File: src/rtl/evt_timer.sv
module evt_timer #(
  parameter int NUM_CH = 3,
  parameter int NUM_LINES = 8,
  parameter logic [31:0] PERIOD_FS = 32'd69841279,
  parameter logic [NUM_CH-1:0] PER_CAP = 3'b101,
  parameter bit LEG_CAP = 1'b1
) (
  input  logic                 clk,
  input  logic                 rst_n,
  input  logic                 bus_wr,
  input  logic [11:0]          bus_addr,
  input  logic [31:0]          bus_wdata,
  output logic [31:0]          bus_rdata,
  output logic                 irq_tick,
  output logic                 irq_rtc,
  output logic [NUM_LINES-1:0] irq_line
);
  localparam logic [11:0] A_ID = 12'h000, A_PER = 12'h004, A_GCFG = 12'h010,
                          A_STAT = 12'h020, A_CLO = 12'h0F0, A_CHI = 12'h0F4,
                          A_CH0 = 12'h100;
  localparam int CH_END = 256 + NUM_CH * 32;

  logic [63:0]       cnt;
  logic              run, legacy;
  logic [63:0]       cmp   [NUM_CH];
  logic [31:0]       per   [NUM_CH];
  logic [4:0]        route [NUM_CH];
  logic [1:0]        seq   [NUM_CH];
  logic [NUM_CH-1:0] ie, pm, m32, stat, hit, act;

  wire       ch_sel = (int'(bus_addr) >= 256) && (int'(bus_addr) < CH_END);
  wire [6:0] ch_idx = 7'((bus_addr - A_CH0) >> 5);
  wire [4:0] off    = bus_addr[4:0];

  always_comb
    for (int i = 0; i < NUM_CH; i++)
      hit[i] = run && (m32[i] ? (cnt[31:0] == cmp[i][31:0]) : (cnt == cmp[i]));

  assign act = stat & ie;

  always_ff @(posedge clk) begin
    if (!rst_n) begin
      cnt <= '0; run <= 1'b0; legacy <= 1'b0;
      ie <= '0; pm <= '0; m32 <= '0; stat <= '0;
      for (int i = 0; i < NUM_CH; i++) begin
        cmp[i] <= '0; per[i] <= '0; route[i] <= '0; seq[i] <= 2'd0;
      end
    end else begin
      if (bus_wr && bus_addr == A_GCFG) begin
        run    <= bus_wdata[0];
        legacy <= bus_wdata[1] & LEG_CAP;
      end
      if (bus_wr && bus_addr == A_CLO)      cnt[31:0]  <= bus_wdata;
      else if (bus_wr && bus_addr == A_CHI) cnt[63:32] <= bus_wdata;
      else if (run)                         cnt        <= cnt + 64'd1;

      for (int i = 0; i < NUM_CH; i++) begin
        if (hit[i])
          stat[i] <= 1'b1;
        else if (bus_wr && bus_addr == A_STAT && bus_wdata[i])
          stat[i] <= 1'b0;

        if (hit[i] && pm[i]) begin
          if (m32[i]) cmp[i][31:0] <= cmp[i][31:0] + per[i];
          else        cmp[i]       <= cmp[i] + {32'd0, per[i]};
        end

        if (bus_wr && ch_sel && ch_idx == 7'(i)) begin
          if (off == 5'h00) begin
            ie[i]    <= bus_wdata[2];
            pm[i]    <= bus_wdata[3] & PER_CAP[i];
            m32[i]   <= bus_wdata[8];
            route[i] <= bus_wdata[13:9];
            seq[i]   <= (bus_wdata[6] && bus_wdata[3] && PER_CAP[i]) ? 2'd1 : 2'd0;
          end else if (off == 5'h08) begin
            if (seq[i] == 2'd2) begin
              per[i] <= bus_wdata;
              seq[i] <= 2'd0;
            end else begin
              cmp[i][31:0] <= bus_wdata;
              if (seq[i] == 2'd1) seq[i] <= 2'd2;
            end
          end else if (off == 5'h0C) begin
            cmp[i][63:32] <= bus_wdata;
          end
        end
      end
    end
  end

  always_comb begin
    bus_rdata = '0;
    case (bus_addr)
      A_ID:   bus_rdata = {16'(PER_CAP), 7'd0, LEG_CAP, 3'd0, 5'(NUM_CH - 1)};
      A_PER:  bus_rdata = PERIOD_FS;
      A_GCFG: bus_rdata = {30'd0, legacy, run};
      A_STAT: bus_rdata = 32'(stat);
      A_CLO:  bus_rdata = cnt[31:0];
      A_CHI:  bus_rdata = cnt[63:32];
      default:
        for (int i = 0; i < NUM_CH; i++)
          if (ch_sel && ch_idx == 7'(i))
            case (off)
              5'h00: bus_rdata = {18'd0, route[i], m32[i], 3'd0, PER_CAP[i], pm[i], ie[i], 2'd0};
              5'h08: bus_rdata = cmp[i][31:0];
              5'h0C: bus_rdata = cmp[i][63:32];
              5'h10: bus_rdata = per[i];
              default: bus_rdata = '0;
            endcase
    endcase
  end

  assign irq_tick = legacy & act[0];
  assign irq_rtc  = legacy & act[1];

  always_comb begin
    irq_line = '0;
    for (int l = 0; l < NUM_LINES; l++)
      for (int i = 0; i < NUM_CH; i++)
        if (act[i] && !(legacy && i < 2) && route[i] == 5'(l))
          irq_line[l] = 1'b1;
  end
endmodule

File: config.mk
export PLATFORM = sky130hd
export DESIGN_NAME = evt_timer
export DESIGN_NICKNAME = d
export VERILOG_FILES = /design/src/rtl/evt_timer.sv
export SDC_FILE = /design/constraint.sdc
export NUM_CORES = 1
export LEC_CHECK = 0
export CAP_MARGIN = 20
export CORE_MARGIN = 2
export CORE_UTILIZATION = 25
export CTS_CLUSTER_DIAMETER = 150
export CTS_CLUSTER_SIZE = 24
export DETAILED_ROUTE_END_ITERATION = 10
export DONT_BUFFER_PORTS = 1
export GPL_TIMING_DRIVEN = 0
export SYNTH_ARGS = -nofsm -noshare
export SYNTH_HDL_FRONTEND = slang
export SYNTH_SLANG_ARGS = --single-unit
File: constraint.sdc
create_clock -name clk -period 13.4 [get_ports clk]
set_input_delay 0.67 -clock clk [delete_from_list [all_inputs] [get_ports clk]]
set_output_delay 0.67 -clock clk [all_outputs]
set_load 0.01 [all_outputs]
==> summary.md <==
| Metric | Value |
|---|---|
| Number of hold buffers added after cts | 0 |
| Vias in the first global route | 22,900 |
| Worst-case clock skew | 37.8 ps |
| Most frequent cell on the critical path | sky130_fd_sc_hd__clkbuf_1 |
| Biggest area consumer among synthesized cells | sky130_fd_sc_hd__edfxtp_1 |
| Fin crit period | 5650 ps |
| Post-synth ARST share | 0% |
| Number of top-level pins | 89 |
| Peak supply drop | 0.0693 mV |
| Crit-path max cell delay | 780 ps |
| Start point of the worst hold path | bus_wdata[22] |
| YS warnings | 0 |
| Worst EP arrival | 4980 ps |
| Cells on worst reg2reg path | 13 |
| Origin of the critical flop-to-flop path | cmp[2][0]$_DFFE_PP_ |
| Setup-failing EPs final | 0 |
| Total number of nets in the final design | 3,062 |
| Post-synth EDFFs | 306 |
| Type of destination of the critical path | primary output |
| Most common flop cell mapped by yosys | sky130_fd_sc_hd__edfxtp_1 |
| Required time at the worst-slack endpoint | 12,730 ps |
| Highest-delay cell along the critical path | sky130_fd_sc_hd__clkbuf_1 |
| Gate Count Post-Synth | 2,895 |
| Area enclosed by the die boundary | 108,000 um2 |
| Largest fanout on the critical path | 10 |
| Synth-to-layout area growth | 10.7% |
| Status | finished, final reports clean |
| Die span in x | 329 um |
| Total number of placement rows | 119 |
| Worst slew margin relative to its limit | 14.9% |
| Via Count | 25,300 |
| Number of post-CTS setup repair buffers | 0 |
| Slew at the pin closest to its max-slew limit | 1270 ps |
| CTS tree | built |
| Synth Area per Inst | 9.11 um2 |
| Top cells by area, synth | sky130_fd_sc_hd__edfxtp_1, sky130_fd_sc_hd__xnor2_1, sky130_fd_sc_hd__dfxtp_1 |
| Worst-path cell chain | inv_1, ha_1, or3b_1, clkbuf_1, nor4_1, buf_2, nor3b_2, nor2b_2, nand2_1, clkbuf_1, o21ai_0 |
| Final weighted congestion of routability-driven global placement | 1.05 |
| Share of synthesized area occupied by flip-flops and latches | 40.8% |
| Leak | 9.72 nW |
| Crit share post-route | 42.2% |
| Maximum number of pins on one net before global-route repair | 26 |
| Die outline height | 329 um |
| Number of cells in the finished layout apart from fillers | 4,358 |
| Pwr dens | 82.0 nW/um2 |
| Post-synth net total | 3,012 |
| Core area | 105,000 um2 |
| Post-CTS clock slew at the launch and capture registers of the worst setup and hold paths | 110 ps |
| Tot Pwr | 2.39 mW |
| Number of flip-flops and latches in the synthesized netlist | 384 |
| Total overflow reported by the global router | 0 |
| Summed negative setup slack over all endpoints | 0 ps |
| Number of violations reported at the end of detailed-routing iteration 0 | 3,969 |
| Initial Utilization | 25.1% |
| Via count normalized by instance count | 5.80 |
| Register-to-register setup slack | 8400 ps |
| Post-route antenna net violation count | 0 |
| Maxcap violations | 0 |
| Worst hold path type | primary input to flip-flop |
| Count of input and output buffers | 0 |
| Unique cell type count in the Yosys netlist | 85 |
| Depth of the worst hold-timing path | 2 |
| Fraction of layout instances using a drive strength above 1 | 6.15% |
| Number of remaining DRC errors | 0 |
| CP Launch Type | primary input |
| Detailed-placement wirelength estimate | 114,000 um |
| WS Path Type | primary input to primary output |
| Unrepaired setup endpoints after global routing | no |
| Post-synthesis instance area | 26,400 um2 |
| Hold violation total from the final report | 0 |
| Total detailed-routing wirelength | 143,000 um |
| Wire per inst | 32.9 um |
| Number of antenna violations at the first check in global routing | 5 |
| Global-route wire length before repair | 193,000 um |
| Fmax | 0.177 GHz |
| Clk Tree Root Cell | sky130_fd_sc_hd__clkbuf_16 |
| Number of max-slew violations in the final report | 0 |
| CTS sink count | 384 |
| Total global routing track utilization | 25.6% |
| Pre-antenna DRT Iters | 9 |
| Synth top area share | 34.9% |
| Max H-tree Level | 1 |
| Post_cts resized | 0 |
| Setup crit start | bus_addr[9] |
| Worst skew pair latency | 610 ps |
| Count of placed standard cells including taps | 4,312 |
| CTS buffer count | 20 |
| Largest buffer count on any clock path | 3 |
==> routing by layer <==
layer  GRT usage, %  part of all wire (%)
met5              0                 0.015
met4           13.5                   6.5
met3           4.87                    10
met2           38.9                    43
met1           34.4                    40
==> worst max-delay path: cells and delay by family <==
| family | cells | cell delay (ps) |
|---|---|---|
| simple gates | 5 | 2190 |
| buf+inv | 4 | 1330 |
| compound gates | 1 | 630 |
| fa+ha+maj | 1 | 140 |
==> cells by family after synthesis <==
kind of cell / Yosys count / synth area share [%]
fa+ha+maj: 70 / 3.38
simple gates: 962 / 17.9
mux: 102 / 3.92
buf+inv: 302 / 4.85
xor+xnor: 331 / 11.0
flops: 384 / 40.8
compound gates: 744 / 18.2
==> area by class of cell <==
cell class              count  area [um2]
plain buffers             231        1010
repair buffers             28         397
well taps                1391        1740
fillers                 11200       75800
inverters                  71         267
clock buffers              34         584
flip-flops and latches    384       10800
multi-input cells        2209       14400
clock inverters             2        27.5
diodes                      8        20.0
==> Yosys cell counts, types with 17 or more instances <==
master                       n
sky130_fd_sc_hd__inv_1      71
sky130_fd_sc_hd__a21oi_1   234
sky130_fd_sc_hd__a21o_1     28
sky130_fd_sc_hd__clkbuf_1  140
sky130_fd_sc_hd__o21ai_0   124
sky130_fd_sc_hd__xnor2_1   228
sky130_fd_sc_hd__a22oi_1    29
sky130_fd_sc_hd__a222oi_1   18
sky130_fd_sc_hd__nor4_1     36
sky130_fd_sc_hd__xor2_1    103
sky130_fd_sc_hd__dfxtp_1    78
sky130_fd_sc_hd__o22ai_1    72
sky130_fd_sc_hd__nand2_1   236
sky130_fd_sc_hd__nor3_1     46
sky130_fd_sc_hd__edfxtp_1  306
sky130_fd_sc_hd__o31ai_1    37
sky130_fd_sc_hd__a221oi_1   20
sky130_fd_sc_hd__a211oi_1   45
sky130_fd_sc_hd__nor2_1    313
sky130_fd_sc_hd__nand4_1    86
sky130_fd_sc_hd__and3_1     34
sky130_fd_sc_hd__mux2i_1    91
sky130_fd_sc_hd__a22o_1     19
sky130_fd_sc_hd__buf_2      56
sky130_fd_sc_hd__and2_1     45
sky130_fd_sc_hd__or3_1      18
sky130_fd_sc_hd__nand3_1    63
sky130_fd_sc_hd__buf_1      17
sky130_fd_sc_hd__ha_1       68
==> flip-flops by register name, summed over array words and instances (netlist names) <==
name / count
ie: 3
stat: 3
m32: 3
cmp: 192
seq: 4
pm: 2
cnt: 64
route: 15
per: 96
legacy: 1
run: 1
==> stage by stage <==
| step | cell area [um2] | setup WS (ps) | hold slack, ps | utilization (%) |
|---|---|---|---|---|
| floorplan | 26400 | 8340 | 464 | - |
| global placement | 28100 | 5010 | 510 | 26.8 |
| detailed placement | 28500 | 8180 | 513 | 27.2 |
| CTS | 29200 | 8170 | 216 | 27.8 |
| global route | 29200 | 7830 | 240 | 27.8 |
| finish | 29200 | 7750 | 240 | 27.8 |
==> where the power goes <==
part / internal, mW / switching (mW)
sequential: 1.31 / 0.0475
combinational: 0.0916 / 0.181
clock: 0.306 / 0.453
total: 1.71 / 0.681
==> layout by cell type, fill, tap and decap left out, types with 20 or more instances in the layout <==
| master | Yosys | routed |
|---|---|---|
| sky130_fd_sc_hd__inv_1 | 71 | 71 |
| sky130_fd_sc_hd__nor4_1 | 36 | 36 |
| sky130_fd_sc_hd__xor2_1 | 103 | 103 |
| sky130_fd_sc_hd__a211oi_1 | 45 | 45 |
| sky130_fd_sc_hd__a221oi_1 | 20 | 20 |
| sky130_fd_sc_hd__mux2i_1 | 91 | 91 |
| sky130_fd_sc_hd__nand2_1 | 236 | 236 |
| sky130_fd_sc_hd__nand3_1 | 63 | 62 |
| sky130_fd_sc_hd__o31ai_1 | 37 | 36 |
| sky130_fd_sc_hd__a21o_1 | 28 | 28 |
| sky130_fd_sc_hd__nor2_1 | 313 | 313 |
| sky130_fd_sc_hd__a21oi_1 | 234 | 234 |
| sky130_fd_sc_hd__clkbuf_16 | 0 | 21 |
| sky130_fd_sc_hd__edfxtp_1 | 306 | 306 |
| sky130_fd_sc_hd__and2_1 | 45 | 45 |
| sky130_fd_sc_hd__a22oi_1 | 29 | 29 |
| sky130_fd_sc_hd__buf_4 | 13 | 20 |
| sky130_fd_sc_hd__o21ai_0 | 124 | 121 |
| sky130_fd_sc_hd__xnor2_1 | 228 | 228 |
| sky130_fd_sc_hd__ha_1 | 68 | 68 |
| sky130_fd_sc_hd__clkbuf_1 | 140 | 151 |
| sky130_fd_sc_hd__nor3_1 | 46 | 46 |
| sky130_fd_sc_hd__nand4_1 | 86 | 86 |
| sky130_fd_sc_hd__and3_1 | 34 | 34 |
| sky130_fd_sc_hd__buf_2 | 56 | 59 |
| sky130_fd_sc_hd__dfxtp_1 | 78 | 78 |
| sky130_fd_sc_hd__o22ai_1 | 72 | 72 |
==> worst paths after layout <==
path,endpoint
worst max-delay path,bus_rdata[7]
worst min register to register,seq[2][0]$_SDFFE_PP0P_
worst min-delay path,cnt[54]$_SDFFE_PN0P_
worst max register to register,cmp[2][46]$_DFFE_PP_
No activity file was read; power rests on OpenSTA's default activity.
